--- config.mk ---
export PLATFORM = sky130hd
export DESIGN_NAME = dac_serial_ctrl
export DESIGN_NICKNAME = d
export VERILOG_FILES = /design/src/rtl/dsc_pkg.sv /design/src/rtl/dsc_sync.sv /design/src/rtl/dsc_shifter.sv /design/src/rtl/dsc_cmd_reg.sv /design/src/rtl/dac_serial_ctrl.sv
export SDC_FILE = /design/constraint.sdc
export NUM_CORES = 1
export LEC_CHECK = 0
export BUFFER_PORTS_ARGS = -buffer_cell sky130_fd_sc_hd__buf_2
export CAP_MARGIN = 20
export CORE_AREA = 2 2 68 86
export DETAILED_ROUTE_END_ITERATION = 16
export DIE_AREA = 0 0 70 88
export PLACE_DENSITY = 0.57
export SYNTH_ARGS = -nofsm -noshare
export SYNTH_HDL_FRONTEND = slang
export SYNTH_SLANG_ARGS = --single-unit
--- constraint.sdc ---
create_clock -name clk -period 7.1 [get_ports clk]
set_clock_uncertainty 0.2 [all_clocks]
set_input_delay 0 -clock clk [delete_from_list [all_inputs] [get_ports clk]]
set_output_delay 0 -clock clk [all_outputs]
set_load 0.03 [all_outputs]
--- src/rtl/dsc_pkg.sv ---
package dsc_pkg;

    localparam int FRAME_W = 16;
    localparam int CMD_W   = 4;
    localparam int DATA_W  = FRAME_W - CMD_W;
    localparam int CNT_W   = $clog2(FRAME_W) + 1;

    localparam logic [DATA_W-1:0] MID_CODE = {1'b1, {(DATA_W-1){1'b0}}};

    typedef enum logic [CMD_W-1:0] {
        OP_IDLE = 4'h0,
        OP_LOAD = 4'h1,
        OP_READ = 4'h2,
        OP_SOLO = 4'h9,
        OP_RISE = 4'hA,
        OP_ZERO = 4'hB,
        OP_MID  = 4'hC
    } op_e;

    typedef struct packed {
        logic [CMD_W-1:0]  op;
        logic [DATA_W-1:0] data;
    } frame_t;

    typedef struct packed {
        logic solo;
        logic rise;
    } mode_t;

    typedef struct packed {
        logic fs_low;
        logic fs_fall;
        logic fs_rise;
        logic act;
        logic inact;
        logic din;
    } evt_t;

    function automatic frame_t readback_word(input logic [DATA_W-1:0] code);
        frame_t f;
        f.op   = '0;
        f.data = code;
        return f;
    endfunction

endpackage

--- src/rtl/dsc_sync.sv ---
module dsc_sync #(
    parameter int          W      = 1,
    parameter int          STAGES = 2,
    parameter logic [W-1:0] INIT  = '0
) (
    input  logic         clk,
    input  logic         rst,
    input  logic [W-1:0] d,
    output logic [W-1:0] q
);

    logic [W-1:0] stage_q [STAGES];

    generate
        for (genvar s = 0; s < STAGES; s++) begin : g_stage
            if (s == 0) begin : g_first
                always_ff @(posedge clk) begin
                    if (rst) stage_q[s] <= INIT;
                    else     stage_q[s] <= d;
                end
            end else begin : g_next
                always_ff @(posedge clk) begin
                    if (rst) stage_q[s] <= INIT;
                    else     stage_q[s] <= stage_q[s-1];
                end
            end
        end
    endgenerate

    assign q = stage_q[STAGES-1];

endmodule

--- src/rtl/dsc_shifter.sv ---
module dsc_shifter
    import dsc_pkg::*;
(
    input  logic              clk,
    input  logic              rst,
    input  evt_t              ev,
    input  logic              solo,
    input  logic [DATA_W-1:0] dac_code,
    output logic              exec,
    output frame_t            exec_word,
    output logic              sdo
);

    logic [FRAME_W-1:0] sreg;
    logic [CNT_W-1:0]   cnt;
    logic [FRAME_W-1:0] shifted;
    logic               full;
    logic               solo_fire;
    logic               chain_fire;
    logic               readback;

    always_comb begin
        shifted    = {sreg[FRAME_W-2:0], ev.din};
        full       = (cnt == CNT_W'(FRAME_W));
        solo_fire  = solo && ev.act && (cnt == CNT_W'(FRAME_W - 1));
        chain_fire = !solo && ev.fs_rise;
        exec       = solo_fire || chain_fire;
        exec_word  = solo_fire ? frame_t'(shifted) : frame_t'(sreg);
        readback   = exec && (exec_word.op == OP_READ);
    end

    always_ff @(posedge clk) begin
        if (rst) begin
            sreg <= '0;
            cnt  <= '0;
            sdo  <= 1'b0;
        end else if (ev.fs_fall) begin
            cnt <= '0;
            sdo <= sreg[FRAME_W-1];
        end else if (ev.fs_rise) begin
            if (readback) begin
                sreg <= readback_word(dac_code);
            end else if (solo && !full) begin
                sreg <= '0;
            end
        end else if (ev.act && !(solo && full)) begin
            sreg <= readback ? readback_word(dac_code) : shifted;
            if (!full) cnt <= cnt + 1'b1;
        end else if (ev.inact && cnt != '0) begin
            sdo <= sreg[FRAME_W-1];
        end
    end

endmodule

--- src/rtl/dsc_cmd_reg.sv ---
module dsc_cmd_reg
    import dsc_pkg::*;
(
    input  logic              clk,
    input  logic              rst,
    input  logic              exec,
    input  frame_t            exec_word,
    output logic [DATA_W-1:0] dac_code,
    output mode_t             mode
);

    always_ff @(posedge clk) begin
        if (rst) begin
            dac_code  <= '0;
            mode.solo <= 1'b0;
            mode.rise <= 1'b0;
        end else if (exec) begin
            case (exec_word.op)
                OP_LOAD: dac_code  <= exec_word.data;
                OP_ZERO: dac_code  <= '0;
                OP_MID:  dac_code  <= MID_CODE;
                OP_SOLO: mode.solo <= 1'b1;
                OP_RISE: mode.rise <= 1'b1;
                default: ;
            endcase
        end
    end

endmodule

--- src/rtl/dac_serial_ctrl.sv ---
module dac_serial_ctrl
    import dsc_pkg::*;
#(
    parameter int SYNC_STAGES = 2
) (
    input  logic              clk,
    input  logic              rst,
    input  logic              fs_n,
    input  logic              sclk,
    input  logic              sdi,
    output logic [DATA_W-1:0] dac_code,
    output logic              sdo
);

    logic [2:0] pins_s;
    logic       fs_prev;
    logic       sclk_prev;
    logic       sclk_up;
    logic       sclk_down;
    evt_t       ev;
    mode_t      mode;
    logic       exec;
    frame_t     exec_word;

    dsc_sync #(
        .W      (3),
        .STAGES (SYNC_STAGES),
        .INIT   (3'b110)
    ) u_sync (
        .clk (clk),
        .rst (rst),
        .d   ({fs_n, sclk, sdi}),
        .q   (pins_s)
    );

    always_ff @(posedge clk) begin
        if (rst) begin
            fs_prev   <= 1'b1;
            sclk_prev <= 1'b1;
        end else begin
            fs_prev   <= pins_s[2];
            sclk_prev <= pins_s[1];
        end
    end

    always_comb begin
        sclk_up    = !sclk_prev && pins_s[1];
        sclk_down  = sclk_prev && !pins_s[1];
        ev.fs_low  = !pins_s[2];
        ev.fs_fall = fs_prev && !pins_s[2];
        ev.fs_rise = !fs_prev && pins_s[2];
        ev.act     = ev.fs_low && (mode.rise ? sclk_up : sclk_down);
        ev.inact   = ev.fs_low && (mode.rise ? sclk_down : sclk_up);
        ev.din     = pins_s[0];
    end

    dsc_shifter u_shift (
        .clk       (clk),
        .rst       (rst),
        .ev        (ev),
        .solo      (mode.solo),
        .dac_code  (dac_code),
        .exec      (exec),
        .exec_word (exec_word),
        .sdo       (sdo)
    );

    dsc_cmd_reg u_cmd (
        .clk       (clk),
        .rst       (rst),
        .exec      (exec),
        .exec_word (exec_word),
        .dac_code  (dac_code),
        .mode      (mode)
    );

endmodule

==> qor.csv <==
metric,value,unit
status,completed,
Avg Synthesized Cell Area,9.76,um2
Syn Std Cell Area,0.00215,mm2
period utilization,45.6,%
largest net degree at the start of global routing,30,
unrepaired setup endpoints after global routing,false,
number of nets in the synthesized netlist,228,
routed length per instance,15.8,um
Die Footprint,0.00616,mm2
category of the worst setup path capture point,flip-flop,
clock buffer depth,2,
Iteration-0 DRC Markers,93,
Pre-antenna DRT Iters,4,
global-route congestion overflow total,0,
"Net count, final",241,
Residual DRC,0,
maximum level of the CTS H-tree,2,
antenna cell count,0,
Critical Path Source Type,flip-flop,
clock sinks,44,
PwrDens,182,mW/mm2
post-cts resize count,0,
Clock transition at path regs,0.09,ns
remaining max-slew budget at the tightest pin,28.8,%
initial core utilization,40.3,%
fmax,309,MHz
first-pass GRT wire length,7.94,mm
distinct cell type count after synthesis,50,
vias in the first global route,1612,
vias per cell,5.58,
largest driver fanout on the critical path,15,
number of buffer cells added on primary ports,17,
sequential-to-total area share from yosys stat,41.0,%
ratio of cells with drive above 1 in the final layout,22.2,%
"Arr. time, crit path",3.27,ns
FILL cells,516,
final total power,434,uW
Post-CTS Repair Setup Buffers,0,
ys flop type,sky130_fd_sc_hd__dfxtp_1,
HPWL reported at the end of detailed placement,3.09,mm
async set-reset flop share out of synthesis,0,%
Internal Power,334,uW
switching power,100,uW
area occupied by multi-input gates,0.00117,mm2
gate count after technology mapping,220,
MaxCap Viol Count,0,
sum of negative setup slack,0,ns
share of power burned in combinational logic,4.0,%
height of the chip,88,um
Finish-stage setup viols,0,
Final min period,3.24,ns
clock tree from TritonCTS,built,
Hold/Removal Path Class,in -> reg,
Root Buffer Master,sky130_fd_sc_hd__clkbuf_8,
remaining number of nets flagged by the antenna check after routing,0,
critical path required time,7.13,ns
Routability Congestion,0.749,
register area,881,um2
"IR drop worst, VDD",95.8,uV
Final Max Tran Viols,0,
placeable core region,0.00533,mm2
Clock Latency Late Sink,0.30,ns
FP Rows,30,
WL final,4.70,mm
power share of the clock group,38.2,%
number of vias in the routed layout,1662,
I/O pin total,18,
Sequential Power Share,57.9,%
Setup Crit Path Kind,reg -> reg,
Yosys warning count,0,
GRT Util Overall,16.2,%
CTS Hold Buffers Added,4,
overall die width,70,um
synthesis-to-layout area growth,11.3,%
Net Sw Frac,23.1,%
number of register bits inferred by synthesis,44,
Worst Max-Slew Pin Slew,1.06,ns
clock buffers created by TritonCTS,5,
cell leakage power,0.781,nW
"EDFF count, synth",0,
worst hold slack after final layout,0.211,ns
initial antenna violation count,0,
"Hold Vio Cnt, Final",0,
layout make-up:
type	count	area share, %
Clock buffer	6	3.46
Clock inverter	2	0.419
Inverter	7	1.10
Multi-Input combinational cell	152	49.0
Sequential cell	44	36.9
Tap cell	64	3.35
Timing Repair Buffer	23	5.86
critical path: stages, from the launching register on:
cell and delay [ns]:
sky130_fd_sc_hd__dfxtp_1 0.39, sky130_fd_sc_hd__ha_1 0.18, sky130_fd_sc_hd__and3_1 0.16, sky130_fd_sc_hd__ha_1 0.14, sky130_fd_sc_hd__nand2_1 0.12, sky130_fd_sc_hd__a211oi_4 0.82
sky130_fd_sc_hd__a31oi_1 0.16, sky130_fd_sc_hd__or4_1 0.75, sky130_fd_sc_hd__o2bb2ai_2 0.24
synth_stat cells, types with 2 or more instances:
cell type | count | area share [%]
sky130_fd_sc_hd__a21o_1 | 2 | 0.70
sky130_fd_sc_hd__or2_2 | 6 | 1.7
sky130_fd_sc_hd__o2bb2ai_2 | 10 | 7.0
sky130_fd_sc_hd__a21oi_1 | 19 | 4.4
sky130_fd_sc_hd__and3_1 | 2 | 0.58
sky130_fd_sc_hd__ha_1 | 3 | 1.7
sky130_fd_sc_hd__a22oi_1 | 13 | 4.5
sky130_fd_sc_hd__nor2_1 | 9 | 1.6
sky130_fd_sc_hd__o21ai_0 | 6 | 1.4
sky130_fd_sc_hd__nor2b_1 | 5 | 1.5
sky130_fd_sc_hd__buf_2 | 3 | 0.70
sky130_fd_sc_hd__nor3b_1 | 4 | 1.4
sky130_fd_sc_hd__mux2i_1 | 13 | 6.1
sky130_fd_sc_hd__a221oi_1 | 2 | 0.82
sky130_fd_sc_hd__dfxtp_1 | 44 | 41
sky130_fd_sc_hd__nor3_1 | 2 | 0.47
sky130_fd_sc_hd__clkbuf_1 | 12 | 2.1
sky130_fd_sc_hd__nand3b_1 | 4 | 1.4
sky130_fd_sc_hd__nand2_1 | 4 | 0.70
sky130_fd_sc_hd__a22o_1 | 3 | 1.2
sky130_fd_sc_hd__inv_1 | 7 | 1.2
sky130_fd_sc_hd__a211oi_1 | 13 | 4.5
sky130_fd_sc_hd__nand3_1 | 2 | 0.47
sky130_fd_sc_hd__or3b_2 | 5 | 2.0
sky130_fd_sc_hd__nand4b_1 | 2 | 0.82
registers in the layout, summed over array words and instances, names as in the netlist:
name            count
u_cmd.dac_code     12
sclk_prev           1
u_shift.sdo         1
fs_prev             1
u_sync.stage_q      6
u_cmd.mode          2
u_shift.sreg       16
u_shift.cnt         5
per-stage QoR:
step | cells | area (um2) | worst slack [ns] | util (%)
after detailed placement | 285 | 2250 | 3.88 | 42.2
after CTS | 297 | 2380 | 3.83 | 44.7
final | 298 | 2390 | 3.86 | 44.8
after global routing | 298 | 2390 | 3.56 | 44.8
after global placement | 285 | 2250 | 3.89 | 42.2
after floorplan | 220 | 2150 | 4.56 | -
cells in the final DEF, fill, tap and decap left out, types with 5 or more instances in the layout:
| cell | Yosys | layout |
|---|---|---|
| sky130_fd_sc_hd__mux2i_1 | 13 | 13 |
| sky130_fd_sc_hd__nor2b_1 | 5 | 5 |
| sky130_fd_sc_hd__or2_2 | 6 | 6 |
| sky130_fd_sc_hd__a211oi_1 | 13 | 13 |
| sky130_fd_sc_hd__a22oi_1 | 13 | 13 |
| sky130_fd_sc_hd__o2bb2ai_2 | 10 | 10 |
| sky130_fd_sc_hd__o21ai_0 | 6 | 6 |
| sky130_fd_sc_hd__a21oi_1 | 19 | 19 |
| sky130_fd_sc_hd__dfxtp_1 | 44 | 44 |
| sky130_fd_sc_hd__buf_2 | 3 | 17 |
| sky130_fd_sc_hd__inv_1 | 7 | 7 |
| sky130_fd_sc_hd__nor2_1 | 9 | 9 |
| sky130_fd_sc_hd__or3b_2 | 5 | 5 |
| sky130_fd_sc_hd__clkbuf_8 | 0 | 6 |
power groups by stage:
stage          Sequential [mW]  Combinational (mW)  Clock (mW)
2_1_floorplan            0.256              0.0123           0
3_3_place_gp             0.257              0.0158           0
3_5_place_dp             0.257              0.0158           0
4_1_cts                  0.251              0.0175       0.169
5_1_grt                  0.252              0.0191       0.179
6_report                 0.251              0.0174       0.166
cells by family after synthesis:
| family | Yosys count | synth area share, % |
|---|---|---|
| xor+xnor | 2 | 0.816 |
| flops | 44 | 41.0 |
| mux | 13 | 6.06 |
| simple gates | 55 | 16.4 |
| fa+ha+maj | 3 | 1.75 |
| compound gates | 79 | 29.2 |
| buf+inv | 24 | 4.72 |
final timing paths:
path	start	endpoint	slack, ns	cells past startpoint
hold / removal	fs_n	u_sync.stage_q[0][2]	0.21	3
setup / recovery	u_shift.cnt[0]	u_cmd.dac_code[10]	3.86	8
setup reg to reg	u_shift.cnt[0]	u_cmd.dac_code[10]	3.86	8
hold reg to reg	u_sync.stage_q[0][1]	u_sync.stage_q[1][1]	0.21	1
layer usage:
metal  part of all wire (%)  up-vias  wire (um)  track usage, %
met4                    1.9        0         91            7.52
met2                     48       28       2260            26.8
met5                      0        -          0               0
li1                       -      853          -               -
met3                    2.7        8        128            3.45
met1                     47      773       2220            20.3
(Power assumes the default switching activity.)
